==> config.mk <==
export PLATFORM = sky130hd
export DESIGN_NAME = timed_event_sched
export DESIGN_NICKNAME = d
export VERILOG_FILES = /design/src/rtl/evs_pkg.sv /design/src/rtl/evs_store.sv /design/src/rtl/evs_ctrl.sv /design/src/rtl/timed_event_sched.sv
export SDC_FILE = /design/constraint.sdc
export NUM_CORES = 1
export LEC_CHECK = 0
export BUFFER_PORTS_ARGS = -buffer_cell sky130_fd_sc_hd__buf_2
export CORE_MARGIN = 3
export CORE_UTILIZATION = 59
export DETAILED_ROUTE_END_ITERATION = 10
export PLACE_DENSITY = 0.88
export SETUP_SLACK_MARGIN = 0.15
export SYNTH_ARGS = -nofsm -noshare
export SYNTH_HDL_FRONTEND = slang
export SYNTH_SLANG_ARGS = --single-unit
export TNS_END_PERCENT = 10
==> constraint.sdc <==
create_clock -name clk -period 3.6 [get_ports clk]
set_input_delay 0.54 -clock clk [delete_from_list [all_inputs] [get_ports clk]]
set_output_delay 0.54 -clock clk [all_outputs]
set_load 0.01 [all_outputs]
==> src/rtl/evs_pkg.sv <==
package evs_pkg;
  localparam int SLOTS   = 8;
  localparam int TAG_W   = 7;
  localparam int TIME_W  = 16;
  localparam int NUM_PIN = 6;
  localparam int NUM_SW  = 4;
  localparam int IDX_W   = $clog2(SLOTS);
  localparam int SEL_BIT = 6;
  localparam int SET_BIT = 5;
  localparam int IRQ_BIT = 4;
  localparam logic [3:0] SW_BASE = 4'h8;
  localparam logic [3:0] CH_T2   = 4'hE;
  localparam logic [3:0] CH_ADC  = 4'hF;

  typedef struct packed {
    logic [TAG_W-1:0]  tag;
    logic [TIME_W-1:0] when;
  } evs_cmd_t;

  typedef struct packed {
    logic             moveHold;
    logic [IDX_W-1:0] moveIdx;
    logic             freeScan;
  } evs_strobe_t;
endpackage

==> src/rtl/evs_store.sv <==
module evs_store
  import evs_pkg::*;
(
  input  logic              clk,
  input  logic              rstN,
  input  logic              tagWr,
  input  logic [TAG_W-1:0]  tagIn,
  input  logic              timeWr,
  input  logic [TIME_W-1:0] timeIn,
  input  logic [TIME_W-1:0] timer1,
  input  logic [TIME_W-1:0] timer2,
  input  evs_strobe_t       strb,
  output logic              holdValid,
  output logic [SLOTS-1:0]  slotValid,
  output logic              scanHit,
  output logic [TAG_W-1:0]  scanTag
);
  logic [TAG_W-1:0] tagReg;
  evs_cmd_t         holdReg;
  evs_cmd_t         slots [SLOTS];
  logic [IDX_W-1:0] scanPtr;
  logic [TIME_W-1:0] refTime;

  always_comb begin
    scanTag = slots[scanPtr].tag;
    refTime = scanTag[SEL_BIT] ? timer2 : timer1;
    scanHit = slotValid[scanPtr] && (refTime == slots[scanPtr].when);
  end

  always_ff @(posedge clk) begin
    if (tagWr) tagReg <= tagIn;
    if (timeWr) holdReg <= '{tag: tagReg, when: timeIn};
    for (int i = 0; i < SLOTS; i++)
      if (strb.moveHold && strb.moveIdx == IDX_W'(i)) slots[i] <= holdReg;
  end

  always_ff @(posedge clk) begin
    if (!rstN) begin
      holdValid <= 1'b0;
      slotValid <= '0;
      scanPtr   <= '0;
    end else begin
      if (timeWr)             holdValid <= 1'b1;
      else if (strb.moveHold) holdValid <= 1'b0;
      for (int i = 0; i < SLOTS; i++) begin
        if (strb.moveHold && strb.moveIdx == IDX_W'(i))
          slotValid[i] <= 1'b1;
        else if (strb.freeScan && scanPtr == IDX_W'(i))
          slotValid[i] <= 1'b0;
      end
      scanPtr <= (scanPtr == IDX_W'(SLOTS-1)) ? '0 : scanPtr + 1'b1;
    end
  end

  a_r2_commit_loads_hold: assert property (@(posedge clk) disable iff (!rstN)
    timeWr |=> holdValid);
  a_r2_move_empties_hold: assert property (@(posedge clk) disable iff (!rstN)
    (strb.moveHold && !timeWr) |=> !holdValid);
  a_r4_scan_steps: assert property (@(posedge clk) disable iff (!rstN)
    1'b1 |=> scanPtr == (($past(scanPtr) == IDX_W'(SLOTS-1)) ? '0 : $past(scanPtr) + 1'b1));
  a_r5_match_frees: assert property (@(posedge clk) disable iff (!rstN)
    (scanHit && !strb.moveHold) |=> !slotValid[$past(scanPtr)]);

  for (genvar g = 0; g < SLOTS; g++) begin : g_keep
    a_r5_pending_kept: assert property (@(posedge clk) disable iff (!rstN)
      (slotValid[g] && !(scanHit && scanPtr == IDX_W'(g))) |=> slotValid[g]);
  end
endmodule

==> src/rtl/evs_ctrl.sv <==
module evs_ctrl
  import evs_pkg::*;
(
  input  logic               clk,
  input  logic               rstN,
  input  logic               holdValid,
  input  logic [SLOTS-1:0]   slotValid,
  input  logic               scanHit,
  input  logic [TAG_W-1:0]   scanTag,
  output evs_strobe_t        strb,
  output logic [NUM_PIN-1:0] pinOut,
  output logic [NUM_SW-1:0]  swFlag,
  output logic               t2Reset,
  output logic               adcStart,
  output logic               pinIrq,
  output logic               swIrq,
  output logic               holdFull,
  output logic               storeBusy
);
  logic [3:0] chan;
  logic       isPin, isSw, isT2, isAdc, anyFree;
  logic [IDX_W-1:0] freeIdx;

  always_comb begin
    anyFree = 1'b0;
    freeIdx = '0;
    for (int i = SLOTS-1; i >= 0; i--)
      if (!slotValid[i]) begin
        anyFree = 1'b1;
        freeIdx = IDX_W'(i);
      end
    strb.moveHold = holdValid && anyFree;
    strb.moveIdx  = freeIdx;
    strb.freeScan = scanHit;
  end

  always_comb begin
    chan  = scanTag[3:0];
    isPin = chan < 4'(NUM_PIN);
    isSw  = (chan >= SW_BASE) && (chan < SW_BASE + 4'(NUM_SW));
    isT2  = chan == CH_T2;
    isAdc = chan == CH_ADC;
  end

  assign holdFull  = holdValid;
  assign storeBusy = holdValid | (&slotValid);

  always_ff @(posedge clk) begin
    if (!rstN) begin
      pinOut   <= '0;
      swFlag   <= '0;
      t2Reset  <= 1'b0;
      adcStart <= 1'b0;
      pinIrq   <= 1'b0;
      swIrq    <= 1'b0;
    end else begin
      t2Reset  <= scanHit && isT2;
      adcStart <= scanHit && isAdc;
      pinIrq   <= scanHit && isPin && scanTag[IRQ_BIT];
      swIrq    <= scanHit && (isSw || isT2 || isAdc) && scanTag[IRQ_BIT];
      if (scanHit && isPin) pinOut[chan[$clog2(NUM_PIN)-1:0]] <= scanTag[SET_BIT];
      if (scanHit && isSw)  swFlag[chan[$clog2(NUM_SW)-1:0]] <= 1'b1;
    end
  end

  a_r6_pins_only_on_hit: assert property (@(posedge clk) disable iff (!rstN)
    !scanHit |=> $stable(pinOut));
  a_r7_flags_sticky: assert property (@(posedge clk) disable iff (!rstN)
    1'b1 |=> (swFlag & $past(swFlag)) == $past(swFlag));
  a_r8_t2_needs_hit: assert property (@(posedge clk) disable iff (!rstN)
    !scanHit |=> !t2Reset && !adcStart && !swIrq && !pinIrq);
endmodule

==> src/rtl/timed_event_sched.sv <==
module timed_event_sched
  import evs_pkg::*;
(
  input  logic               clk,
  input  logic               rstN,
  input  logic               tagWr,
  input  logic [TAG_W-1:0]   tagIn,
  input  logic               timeWr,
  input  logic [TIME_W-1:0]  timeIn,
  input  logic [TIME_W-1:0]  timer1,
  input  logic [TIME_W-1:0]  timer2,
  output logic [NUM_PIN-1:0] pinOut,
  output logic [NUM_SW-1:0]  swFlag,
  output logic               t2Reset,
  output logic               adcStart,
  output logic               pinIrq,
  output logic               swIrq,
  output logic               holdFull,
  output logic               storeBusy
);
  evs_strobe_t      strb;
  logic             holdValid, scanHit;
  logic [SLOTS-1:0] slotValid;
  logic [TAG_W-1:0] scanTag;

  evs_store u_store (
    .clk(clk), .rstN(rstN), .tagWr(tagWr), .tagIn(tagIn),
    .timeWr(timeWr), .timeIn(timeIn), .timer1(timer1), .timer2(timer2),
    .strb(strb), .holdValid(holdValid), .slotValid(slotValid),
    .scanHit(scanHit), .scanTag(scanTag)
  );

  evs_ctrl u_ctrl (
    .clk(clk), .rstN(rstN), .holdValid(holdValid), .slotValid(slotValid),
    .scanHit(scanHit), .scanTag(scanTag), .strb(strb),
    .pinOut(pinOut), .swFlag(swFlag), .t2Reset(t2Reset), .adcStart(adcStart),
    .pinIrq(pinIrq), .swIrq(swIrq), .holdFull(holdFull), .storeBusy(storeBusy)
  );
endmodule

==> out/summary.log, run 1 <==
[placement] DP HPWL 11.2 mm
[sta] transition time at the pin with the least slew margin 0.949 ns
[placement] Routability Congestion 0.825
[finish] final standard cell count with taps included and fillers excluded 811
[critical_path] sort of element at the end of the critical path flop
[global_routing] pin count of the biggest net entering global routing 31
[global_routing] routing usage on met3 4.33%
[routing] number of routed nets with antenna violations 0
[critical_path] Critical Path Stages 9
[synthesis] fraction of the yosys area taken by sequential cells 73.5%
[die] Die Span X 133 um
[synthesis] adder and majority cell fraction of the synthesized area 0.794%
[die] area of the die 17,600 um2
[finish] ant diodes 0
[finish] area taken by multi-input logic gates 2400 um2
[sta] count of endpoints failing hold in the final timing report 0
[sta] Slew Limit Headroom 36.6%
[global_routing] busiest grt layer met2
[finish] utilization after layout 70.3%
[routing] WL/cell 23.6 um
[finish] signed area change from the synthesized netlist to the final layout 14.8%
[routing] Via Count 4,983
[sta] maximum clock frequency 313 MHz
[synthesis] mean instance size in the synthesized netlist 19.5 um2
[placement] cell area reported after detailed placement 10,100 um2
[critical_path] Buf/Inv on CP 2
[critical_path] startpoint-to-endpoint class of the critical path reg -> reg
[routing] WL final 19.1 mm
[finish] final-stage net count 651
[clock_tree] number of clock buffers inserted by TritonCTS 24
[synthesis] complex-gate fraction of the synthesized area 2.00%
[clock_tree] clock-pin slew reported for the worst setup and hold paths after clock tree synthesis 0.07 ns
[sta] fin. max-slew vios 0
[critical_path] most frequent CP cell buf_4
[routing] TritonRoute pass-1 iters 5
[pwr] leak pwr 3.83 nW
[global_routing] global-route wire length before repair 29.7 mm
[synthesis] EDFF count, synth 214
[die] count of boundary I/O pins 75
[clock_tree] Max clock buf depth 3
[synthesis] combined area of all synthesized cells 9450 um2
[synthesis] dominant combinational cell family by area after synthesis multiplexers
[critical_path] crit-path leading delay family simple AND/OR/NAND/NOR gates
[hold_path] cell count of the worst hold path 1
[die] vertical die dimension 133 um
[die] effective utilization at floorplan 61.3%
[hold_path] worst hold path type in -> reg
[routing] detail-routed via count per cell 6.14
[critical_path] biggest fanout along the worst timing path 12
[critical_path] count of cells along the worst register-to-register path 9
[clock_tree] CTS tree done
[placement] buffers added on ports 74
[global_routing] grt met1 use 29.1%
[sta] Min Clock Period, post-route 3.20 ns
[global_routing] number of global-route vias before repair 5,241
[global_routing] global routing met2 resource utilization 37.7%
[global_routing] aggregate global-route resource usage 22.1%
[global_routing] remaining global-route overflow 0
[finish] sequential cell area in the final layout 6950 um2
[clock_tree] hold-fix buffer count after cts 0
[sta] Final period util 88.9%
[sta] unrepaired setup endpoints after global routing no
[clock_tree] number of levels the H-tree was split into 1
[critical_path] CP Launch Type flop
[finish] layout cells sized above 1 32.3%
[synthesis] multiplexer fraction of the synthesized cell area 16.1%
[die] std cell rows 45
[clock_tree] Clk Latency, worst-skew pair 0.51 ns
[run_status] outcome finished, final reports clean
[synthesis] total of warnings raised by yosys 0
[clock_tree] Clk Tree Root Cell clkbuf_16
[synthesis] Post-Synthesis Cells 486
[synthesis] FF+latch count, synth 240
[synthesis] count of unique library cells instantiated by Yosys 44
[critical_path] chain of cells forming the critical path buf_4 -> mux4_2 -> mux2i_1 -> xnor2_1 -> nand4_1 -> nor4_4 -> buf_4 -> nand3_2 -> o31a_1
[synthesis] post-synthesis net count 551
[routing] number of design rule violations left after detail routing 0
[placement] DP Cell Count 769
[finish] number of fill cells 928
[critical_path] Worst path max stage delay 0.54 ns
[synthesis] asr flop ratio synth 0%
[sta] maximum clock skew at final layout 0.0153 ns
[synthesis] most used flip-flop cell after synthesis edfxtp_1
[critical_path] Data required, critical path 3.99 ns
[pwr] worst supply voltage drop on vdd 0.398 mV
[critical_path] cell with the largest stage delay on the worst path mux4_2
[critical_path] arrival time worst endpoint 3.59 ns
[die] area of the placeable core 15,400 um2
[synthesis] xor/xnor share of the synthesized area 1.58%
[flow_run] max-capacitance violation count 0
[sta] total of endpoints with negative setup slack in the final report 0
[routing] DRC marker count from the first detailed-route iteration 417
[clock_tree] sink count of the clock tree 240
[synthesis] Post-Synth Simple-Gate Area 4.42%
[pwr] areal power density over the cells 537 nW/um2
[finish] cell area after layout 10,800 um2
[global_routing] number of antenna violations at the first check in global routing 0
[sta] final-layout setup total negative slack 0 ns
==> cells in the mapped netlist (2+ instances only) <==
cell / n / share of area (%)
buf_2: 6 / 0.32
nand2b_1: 4 / 0.26
ha_1: 6 / 0.79
nor2b_1: 2 / 0.13
o211ai_1: 2 / 0.16
xor2_1: 5 / 0.46
nor3_1: 9 / 0.48
a21oi_1: 3 / 0.16
a31oi_1: 3 / 0.20
o221a_2: 5 / 0.60
xnor2_1: 12 / 1.1
nand3_1: 7 / 0.37
and2_1: 2 / 0.13
nand3b_1: 3 / 0.24
nor2_1: 9 / 0.36
o21ai_0: 4 / 0.21
dfxtp_1: 26 / 5.5
mux2i_1: 44 / 4.7
mux4_2: 47 / 11
nand4_1: 5 / 0.33
buf_6: 5 / 0.60
o31ai_1: 4 / 0.32
edfxtp_1: 214 / 68
inv_1: 7 / 0.28
nand2_1: 29 / 1.2
clkbuf_1: 3 / 0.12
buf_4: 3 / 0.24
==> stage by stage <==
stage / total power [mW] / setup WS, ns / hold WS [ns]
global placement: 3.62 / 0.373 / 0.400
CTS: 5.86 / 0.182 / 0.189
global route: 6.02 / 0.282 / 0.186
finish: 5.83 / 0.400 / 0.209
floorplan: 3.51 / 0.579 / 0.400
detailed placement: 3.64 / 0.253 / 0.405
==> cells in the final DEF, fill, tap and decap left out, types with 9 or more instances in the layout <==
cell type	n
buf_2	74
buf_4	18
clkbuf_16	25
dfxtp_1	24
edfxtp_1	214
mux2i_1	44
mux4_2	47
nand2_1	29
nor3_1	9
xnor2_1	12
==> cell type report <==
type / count / area share (%)
multi-input cells: 220 / 22.1
clock inverters: 12 / 0.588
inverters: 8 / 0.277
well taps: 211 / 2.43
clock buffers: 28 / 5.87
flip-flops and latches: 240 / 64.1
repair buffers: 92 / 4.66
==> registers in the layout, indices dropped and copies added (netlist names), 3 cells and up <==
register           cells
u_store.slotValid      8
u_store.slots        184
u_ctrl.swFlag          4
u_store.tagReg         7
u_ctrl.pinOut          6
u_store.scanPtr        3
u_store.holdReg       23
==> path summary, 6_finish.rpt <==
kind | startpoint | end | slack (ns)
worst max register to register | u_store.scanPtr[0]$_SDFF_PP0_ | u_store.slotValid[1]$_SDFFE_PN0P_ | 0.40
worst min-delay path | timeIn[12] | u_store.holdReg[12]$_DFFE_PP_ | 0.21
worst min register to register | u_store.tagReg[4]$_DFFE_PP_ | u_store.holdReg[20]$_DFFE_PP_ | 0.42
worst max-delay path | u_store.scanPtr[0]$_SDFF_PP0_ | u_store.slotValid[1]$_SDFFE_PN0P_ | 0.40
==> power by group <==
group / leakage [nW] / internal [mW] / total (mW) / switching, mW
registers: 2.17 / 3.10 / 3.16 / 0.0593
clock network: 0.348 / 1.26 / 2.23 / 0.971
logic: 1.32 / 0.205 / 0.432 / 0.227
total: 3.83 / 4.57 / 5.83 / 1.26
==> per-layer routing <==
layer	vias to the layer above	part of all wire, %
met2	250	52
li1	2146	-
met4	0	2.4
met3	49	7.3
met5	-	0
met1	2538	39
==> repair_timing <==
item,4_1_cts,5_1_grt
setup buffers,0,2
gates resized for setup,1,0
setup endpoints to repair,2,9
==> kinds of logic (layout without fill, tap and decap cells) <==
kind of cell | after synthesis | count (layout)
buffers and inverters | 26 | 140
AOI/OAI and AO/OA | 25 | 25
muxes | 92 | 92
adders and majority gates | 6 | 6
DFF | 240 | 240
and+or+nand+nor | 80 | 80
xor gates and xnor gates | 17 | 17
No activity file was read; power rests on OpenSTA's default activity.
==> run 2, diff against run 1 <==
Settings changed: CORE_MARGIN 3 to 1, SYNTH_HIERARCHICAL set to 1.
==> out/summary.log, run 2 <==
[critical_path] critical register-to-register path startpoint u_store/slots[5][22]$_DFFE_PP_
[critical_path] CP Launch Type flop
[routing] TritonRoute pass-1 iters 5 [unchanged]
[sta] Slew Limit Headroom 38.8% [+2.2 points]
[global_routing] pin count of the biggest net entering global routing 27 [-13%]
[synthesis] post-synthesis net count 558 [+1.3%]
[critical_path] biggest fanout along the worst timing path 4 [-8]
[finish] register with the highest flop count u_store/slots
[clock_tree] Max clock buf depth 3 [unchanged]
[placement] worst setup slack after placement -0.124 ns [-0.377 ns]
[finish] number of fill cells 861 [-7.2%]
[global_routing] number of global-route vias before repair 5,205 [-0.69%]
[clock_tree] number of levels the H-tree was split into 1 [unchanged]
[sta] final-layout setup total negative slack 0 ns [unchanged]
[pwr] leak pwr 3.95 nW [+2.9%]
[finish] most common library cell in the layout ignoring fill and taps edfxtp_1
[global_routing] global-route wire length before repair 29.5 mm [-0.49%]
[finish] registers with the highest flip-flop counts u_store/slots: 184 flops, u_store/holdReg: 23 flops, u_store/slotValid: 8 flops
[pwr] areal power density over the cells 557 nW/um2 [+3.8%]
[sta] maximum clock skew at final layout 0.0227 ns [+0.00740 ns]
[critical_path] count of cells along the worst register-to-register path 13 [+4]
[pwr] Internal 4.87 mW [+6.7%]
[routing] met2 routed wirelength 10.1 mm [+2.5%]
[hold_path] worst hold path type in -> reg
[die] Die Span X 128 um [-3.3%]
[clock_tree] hold-fix buffer count after cts 0 [unchanged]
[critical_path] setup slack on the worst flop-to-flop path 0.11 ns [-0.29 ns]
[clock_tree] Clk Latency, worst-skew pair 0.52 ns [about the same]
[pwr] Comb power frac 8.3% [+0.9 points]
[sta] Min Clock Period, post-route 3.49 ns [+0.290 ns]
[global_routing] aggregate global-route resource usage 24.6% [+2.5 points]
[placement] DP HPWL 11.9 mm [+6.3%]
[global_routing] remaining global-route overflow 0 [unchanged]
[sta] maximum clock frequency 287 MHz [-8.3%]
[critical_path] sort of element at the end of the critical path flop
[die] area of the die 16,400 um2 [-6.6%]
[routing] number of design rule violations left after detail routing 0 [unchanged]
[sta] total of endpoints with negative setup slack in the final report 0 [unchanged]
[critical_path] first element of the critical path u_store/slots[5][22]$_DFFE_PP_
[critical_path] arrival time worst endpoint 3.87 ns [+0.28 ns]
[global_routing] number of antenna violations at the first check in global routing 0 [unchanged]
[pwr] worst supply voltage drop on vdd 0.378 mV [-5.2%]
[critical_path] startpoint-to-endpoint class of the critical path reg -> reg
[routing] DRC marker count from the first detailed-route iteration 429 [+2.9%]
[sta] unrepaired setup endpoints after global routing yes
[critical_path] endpoint of the worst register-to-register path u_ctrl/pinOut[0]$_SDFFE_PN0P_
[clock_tree] sink count of the clock tree 240 [unchanged]
[routing] topmost layer with routed signal wires met4
[finish] final-stage net count 669 [+2.8%]
[finish] flip-flop count of the largest register after layout 184 [unchanged]
[finish] layout cells sized above 1 34.6% [+2.3 points]
[routing] routed length on met3 1.32 mm [-5.9%]
[die] std cell rows 45 [unchanged]
[sta] Final period util 96.9% [+8.1 points]
[die] vertical die dimension 128 um [-3.3%]
[routing] metal1 wirelength 7.58 mm [+2.5%]
[routing] WL final 19.4 mm [+1.6%]
[sta] transition time at the pin with the least slew margin 0.913 ns [-0.0359 ns]
[pwr] part of the total power dissipated in the clock network 40.5% [+2.2 points]
[die] effective utilization at floorplan 61.1% [-0.18 points]
[die] area of the placeable core 15,400 um2 [-0.36%]
[clock_tree] number of clock buffers inserted by TritonCTS 24 [unchanged]
[die] count of boundary I/O pins 75 [unchanged]
[synthesis] total of warnings raised by yosys 6 [+6]
[synthesis] combined area of all synthesized cells 9390 um2 [-0.66%]
[sta] fin. max-slew vios 0 [unchanged]
[finish] signed area change from the synthesized netlist to the final layout 18.4%
[critical_path] Data required, critical path 3.98 ns [about the same]
[synthesis] Post-Synthesis Cells 493 [+1.4%]
[finish] ant diodes 0 [unchanged]
[sta] worst hold slack 0.187 ns [-0.0217 ns]
[run_status] outcome finished, final reports clean
[synthesis] mean instance size in the synthesized netlist 19.0 um2 [-2.1%]
[routing] detail-routed via count per cell 5.99 [-2.5%]
[finish] leading cell types in the layout, fill and taps excluded edfxtp_1 (214), buf_2 (74), mux4_2 (48)
[flow_run] max-capacitance violation count 0 [unchanged]
[pwr] total chip power 6.20 mW [+6.4%]
[routing] WL/cell 23.4 um [-0.97%]
[pwr] switching fraction of total power 21.3% [-0.24 points]
[clock_tree] Clk Tree Root Cell clkbuf_16
[clock_tree] clock-pin slew reported for the worst setup and hold paths after clock tree synthesis 0.06 ns [about the same]
[critical_path] end point of the critical path u_ctrl/pinOut[0]$_SDFFE_PN0P_
[sta] post-layout worst setup margin 0.110 ns [-0.290 ns]
[sta] count of endpoints failing hold in the final timing report 0 [unchanged]
[pwr] part of the power in registers 51.2% [-3.1 points]
[pwr] switching component of the power 1.32 mW [+5.2%]
[routing] number of routed nets with antenna violations 0 [unchanged]
[placement] buffers added on ports 74 [unchanged]
[clock_tree] CTS tree done
[routing] Via Count 4,985 [+0.040%]
[placement] Routability Congestion 0.790 [-4.2%]
-- run 2: changes by cell type in the layout (fill, tap and decap cells not counted), moves of 4 or more --
cell,delta
o31ai_1,-4
buf_4,+8
nor3_1,-7
o21a_1,+6
o221a_2,-5
nor2b_1,+9
bufinv_16,+4
mux2i_1,-11
nor2_2,+4
nand2_1,+4
-- run 2: final cells by class --
cell class / instances / area, um2 / area share, %
Timing Repair Buffer: 106 / 659 / 5.93
Multi-Input combinational cell: 221 / 2390 / 21.5
Sequential cell: 240 / 6950 / 62.5
Tap cell: 211 / 264 / 2.37
Clock inverter: 16 / 194 / 1.74
Inverter: 11 / 41.3 / 0.371
Clock buffer: 27 / 612 / 5.50
-- run 2: worst min path at each step --
| stage | cells past startpoint | startpoint | to |
|---|---|---|---|
| final | 1 | timeIn[6] | u_store/holdReg[6]$_DFFE_PP_ |
| after global routing | 1 | timeIn[11] | u_store/holdReg[11]$_DFFE_PP_ |
| after detailed placement | 0 | u_store/tagReg[0]$_DFFE_PP_ | u_store/holdReg[16]$_DFFE_PP_ |
| after floorplan | 0 | u_store/tagReg[0]$_DFFE_PP_ | u_store/holdReg[16]$_DFFE_PP_ |
| after global placement | 0 | u_store/tagReg[1]$_DFFE_PP_ | u_store/holdReg[17]$_DFFE_PP_ |
| after CTS | 1 | timeIn[8] | u_store/holdReg[8]$_DFFE_PP_ |
-- run 2: what timing repair did --
action | 4_1_cts | 5_1_grt
setup endpoints to repair | 22 | 22
gates resized for setup | 5 | 10
buffers inserted | 10 | 2
hold endpoints to repair | 0 | 0
pin swaps | 4 | 5
-- run 2: worst max-delay path: stages, from the launching register on --
cell and delay (ns):
edfxtp_1 0.40, mux4_2 0.52, mux2i_4 0.20, buf_12 0.14
buf_6 0.10, mux2i_4 0.21, xor2_1 0.12, nor4_4 0.36
nand4_1 0.21, nor4_4 0.31, buf_4 0.19, nor3b_4 0.28
nand2_2 0.12, mux2i_2 0.18
-- run 2: power by group through the flow --
stage / clock (mW) / combinational (mW) / sequential [mW]
after floorplan: 0 / 0.326 / 3.20
after global placement: 0 / 0.441 / 3.22
after detailed placement: 0 / 0.457 / 3.23
after CTS: 2.55 / 0.495 / 3.17
after global routing: 2.65 / 0.551 / 3.18
final: 2.51 / 0.516 / 3.17
-- run 2: per-layer routing --
metal	track usage, %	vias up
li1	-	2172
met1	32.7	2545
met2	41.7	230
met3	3.84	38
met4	9.27	0
met5	0	-
-- run 2: through the flow --
step / cells / instance area [um2] / utilization (%)
after floorplan: 493 / 9390 / -
after global placement: 777 / 10100 / 65.9
after detailed placement: 777 / 10100 / 65.9
after CTS: 830 / 11000 / 71.9
after global routing: 832 / 11100 / 72.3
final: 832 / 11100 / 72.3
==> run 3, diff against run 2 <==
Settings changed: GPL_TIMING_DRIVEN set to 0, RECOVER_POWER set to 50.
==> out/summary.log, run 3 (synthesized netlist as in run 2, its figures left out) <==
[pwr] areal power density over the cells 569 nW/um2 [+2.2%]
[hold_path] end point of the most critical hold path u_store/holdReg[11]$_DFFE_PP_
[sta] unrepaired setup endpoints after global routing yes
[clock_tree] hold-fix buffer count after cts 0 [unchanged]
[routing] WL final 20.4 mm [+5.0%]
[placement] DP HPWL 11.4 mm [-3.9%]
[critical_path] Data required, critical path 3.99 ns [about the same]
[routing] routed length on met3 1.39 mm [+5.3%]
[routing] number of routed nets with antenna violations 0 [unchanged]
[die] area of the placeable core 15,400 um2 [unchanged]
[pwr] worst supply voltage drop on vdd 0.434 mV [+15%]
[routing] topmost layer with routed signal wires met4
[critical_path] sort of element at the end of the critical path flop
[finish] final-stage net count 672 [+0.45%]
[critical_path] Worst path max stage delay 0.54 ns [+0.02 ns]
[routing] detail-routed via count per cell 6.08 [+1.5%]
[sta] count of endpoints failing hold in the final timing report 0 [unchanged]
[global_routing] pin count of the biggest net entering global routing 25 [-7.4%]
[routing] number of design rule violations left after detail routing 0 [unchanged]
[clock_tree] sink count of the clock tree 240 [unchanged]
[run_status] outcome finished, violations left
[critical_path] CP Launch Type flop
[global_routing] number of antenna violations at the first check in global routing 0 [unchanged]
[die] Die Span X 128 um [unchanged]
[routing] met2 routed wirelength 10.9 mm [+7.8%]
[die] vertical die dimension 128 um [unchanged]
[die] area of the die 16,400 um2 [unchanged]
[critical_path] crit-path leading delay family simple AND/OR/NAND/NOR gates
[pwr] total chip power 6.36 mW [+2.7%]
[flow_run] max-capacitance violation count 1 [+1]
[hold_path] Hold Startpoint timeIn[11]
[finish] ant diodes 0 [unchanged]
[critical_path] endpoint of the worst register-to-register path u_ctrl/pinOut[4]$_SDFFE_PN0P_
[global_routing] aggregate global-route resource usage 25.9% [+1.3 points]
[clock_tree] number of clock buffers inserted by TritonCTS 24 [unchanged]
[clock_tree] Clk Tree Root Cell clkbuf_16
[sta] maximum clock skew at final layout 0.0164 ns [-0.00632 ns]
[finish] leading cell types in the layout, fill and taps excluded edfxtp_1 (214), buf_2 (75), mux4_2 (48)
[sta] post-layout worst setup margin -0.155 ns [-0.265 ns]
[critical_path] critical register-to-register path startpoint u_store/scanPtr[0]$_SDFF_PP0_
[routing] WL/cell 24.5 um [+4.8%]
[clock_tree] number of levels the H-tree was split into 1 [unchanged]
[clock_tree] clock-pin slew reported for the worst setup and hold paths after clock tree synthesis 0.06 ns [about the same]
[sta] maximum clock frequency 266 MHz [-7.1%]
[global_routing] number of global-route vias before repair 5,355 [+2.9%]
[critical_path] setup slack on the worst flop-to-flop path -0.15 ns [-0.26 ns]
[clock_tree] Clk Latency, worst-skew pair 0.52 ns [about the same]
[critical_path] chain of cells forming the critical path buf_6 -> mux4_2 -> mux2i_4 -> buf_12 -> buf_6 -> mux2i_2 -> xor2_1 -> nor4_4 -> nand4_1 -> nor4_4 -> buf_4 -> nor3b_4 -> nand3_1 -> mux2i_1
[critical_path] Buf/Inv on CP 4 [+1]
[finish] signed area change from the synthesized netlist to the final layout 19.0%
[finish] register with the highest flop count u_store/slots
[critical_path] startpoint-to-endpoint class of the critical path reg -> reg
[routing] DRC marker count from the first detailed-route iteration 474 [+10%]
[finish] cell area after layout 11,200 um2 [+0.52%]
[die] effective utilization at floorplan 61.1% [unchanged]
[placement] buffers added on ports 74 [unchanged]
[clock_tree] CTS tree done
[routing] TritonRoute pass-1 iters 5 [unchanged]
[global_routing] remaining global-route overflow 0 [unchanged]
[finish] registers with the highest flip-flop counts u_store/slots: 184 flops, u_store/holdReg: 23 flops, u_store/slotValid: 8 flops
[run_status] violated checks max-capacitance violations, max-slew violations, negative setup slack
[placement] Routability Congestion 0.802 [+1.5%]
[placement] cell area reported after detailed placement 10,100 um2 [about the same]
[critical_path] biggest fanout along the worst timing path 5 [+1]
[clock_tree] Max clock buf depth 3 [unchanged]
[sta] Final period util 104% [+7.4 points]
[routing] Via Count 5,074 [+1.8%]
[pwr] leak pwr 3.94 nW [-0.17%]
[critical_path] arrival time worst endpoint 4.15 ns [+0.28 ns]
[sta] total of endpoints with negative setup slack in the final report 7 [+7]
[critical_path] cell with the largest stage delay on the worst path mux4_2
[sta] fin. max-slew vios 25 [+25]
[die] count of boundary I/O pins 75 [unchanged]
[hold_path] cell count of the worst hold path 1 [unchanged]
[finish] layout cells sized above 1 33.5% [-1.1 points]
[die] std cell rows 45 [unchanged]
[finish] flip-flop count of the largest register after layout 184 [unchanged]
[sta] Slew Limit Headroom -7.00% [-46 points]
[routing] metal1 wirelength 7.52 mm [-0.69%]
[sta] Min Clock Period, post-route 3.75 ns [+0.265 ns]
[global_routing] global-route wire length before repair 30.4 mm [+2.9%]
[hold_path] worst hold path type in -> reg
[critical_path] count of cells along the worst register-to-register path 14 [+1]
[sta] transition time at the pin with the least slew margin 1.61 ns [+0.692 ns]
[finish] most common library cell in the layout ignoring fill and taps edfxtp_1
[run 3: how the worst max path moves through the flow]
stage / slack, ns / cells past startpoint / start / end
after floorplan: 0.33 / 13 / u_store/scanPtr[0]$_SDFF_PP0_ / u_store/slotValid[5]$_SDFFE_PN0P_
after global placement: -0.94 / 5 / u_store/slotValid[6]$_SDFFE_PN0P_ / u_store/slots[1][10]$_DFFE_PP_
after detailed placement: -0.82 / 13 / u_store/scanPtr[0]$_SDFF_PP0_ / u_store/slotValid[5]$_SDFFE_PN0P_
after CTS: -0.06 / 14 / u_store/scanPtr[0]$_SDFF_PP0_ / u_ctrl/pinOut[5]$_SDFFE_PN0P_
after global routing: -0.25 / 14 / u_store/scanPtr[0]$_SDFF_PP0_ / u_ctrl/pinOut[4]$_SDFFE_PN0P_
final: -0.15 / 14 / u_store/scanPtr[0]$_SDFF_PP0_ / u_ctrl/pinOut[4]$_SDFFE_PN0P_
[run 3: final cells by class]
class                   instances  area [um2]
clock buffers                  24         601
repair buffers                 89         520
inverters                      11        41.3
fillers                       818        4200
plain buffers                  20         116
well taps                     211         264
flip-flops and latches        240        6950
clock inverters                18         248
multi-input cells             221        2440
[run 3: timing repair]
action,4_1_cts,5_1_grt
setup buffers,9,2
gates resized for setup,17,10
pin swaps,7,10
endpoints found under the setup margin,22,22
[run 3: through the flow]
stage | hold slack (ns) | setup slack [ns] | utilization [%] | setup TNS (ns) | instances
floorplan | 0.400 | 0.329 | - | 0 | 493
global placement | 0.400 | -0.938 | 65.2 | -54.66 | 778
detailed placement | 0.405 | -0.824 | 65.9 | -13.31 | 782
CTS | 0.185 | -0.0600 | 72.4 | -0.111 | 832
global route | 0.182 | -0.254 | 72.7 | -1.92 | 834
finish | 0.200 | -0.155 | 72.7 | -0.839 | 834
[run 3: per-layer routing]
metal / GRT usage, % / vias up
li1: - / 2179
met1: 30.8 / 2577
met2: 47.1 / 264
met3: 3.92 / 54
met4: 11.3 / 0
met5: 0 / -
[run 3: power by group]
| part | switching (mW) | leakage [nW] | total, mW | internal, mW |
|---|---|---|---|---|
| clock | 1.02 | 0.407 | 2.66 | 1.64 |
| sequential | 0.0569 | 2.17 | 3.17 | 3.11 |
| combinational | 0.286 | 1.36 | 0.534 | 0.248 |
| total | 1.36 | 3.94 | 6.36 | 5.00 |
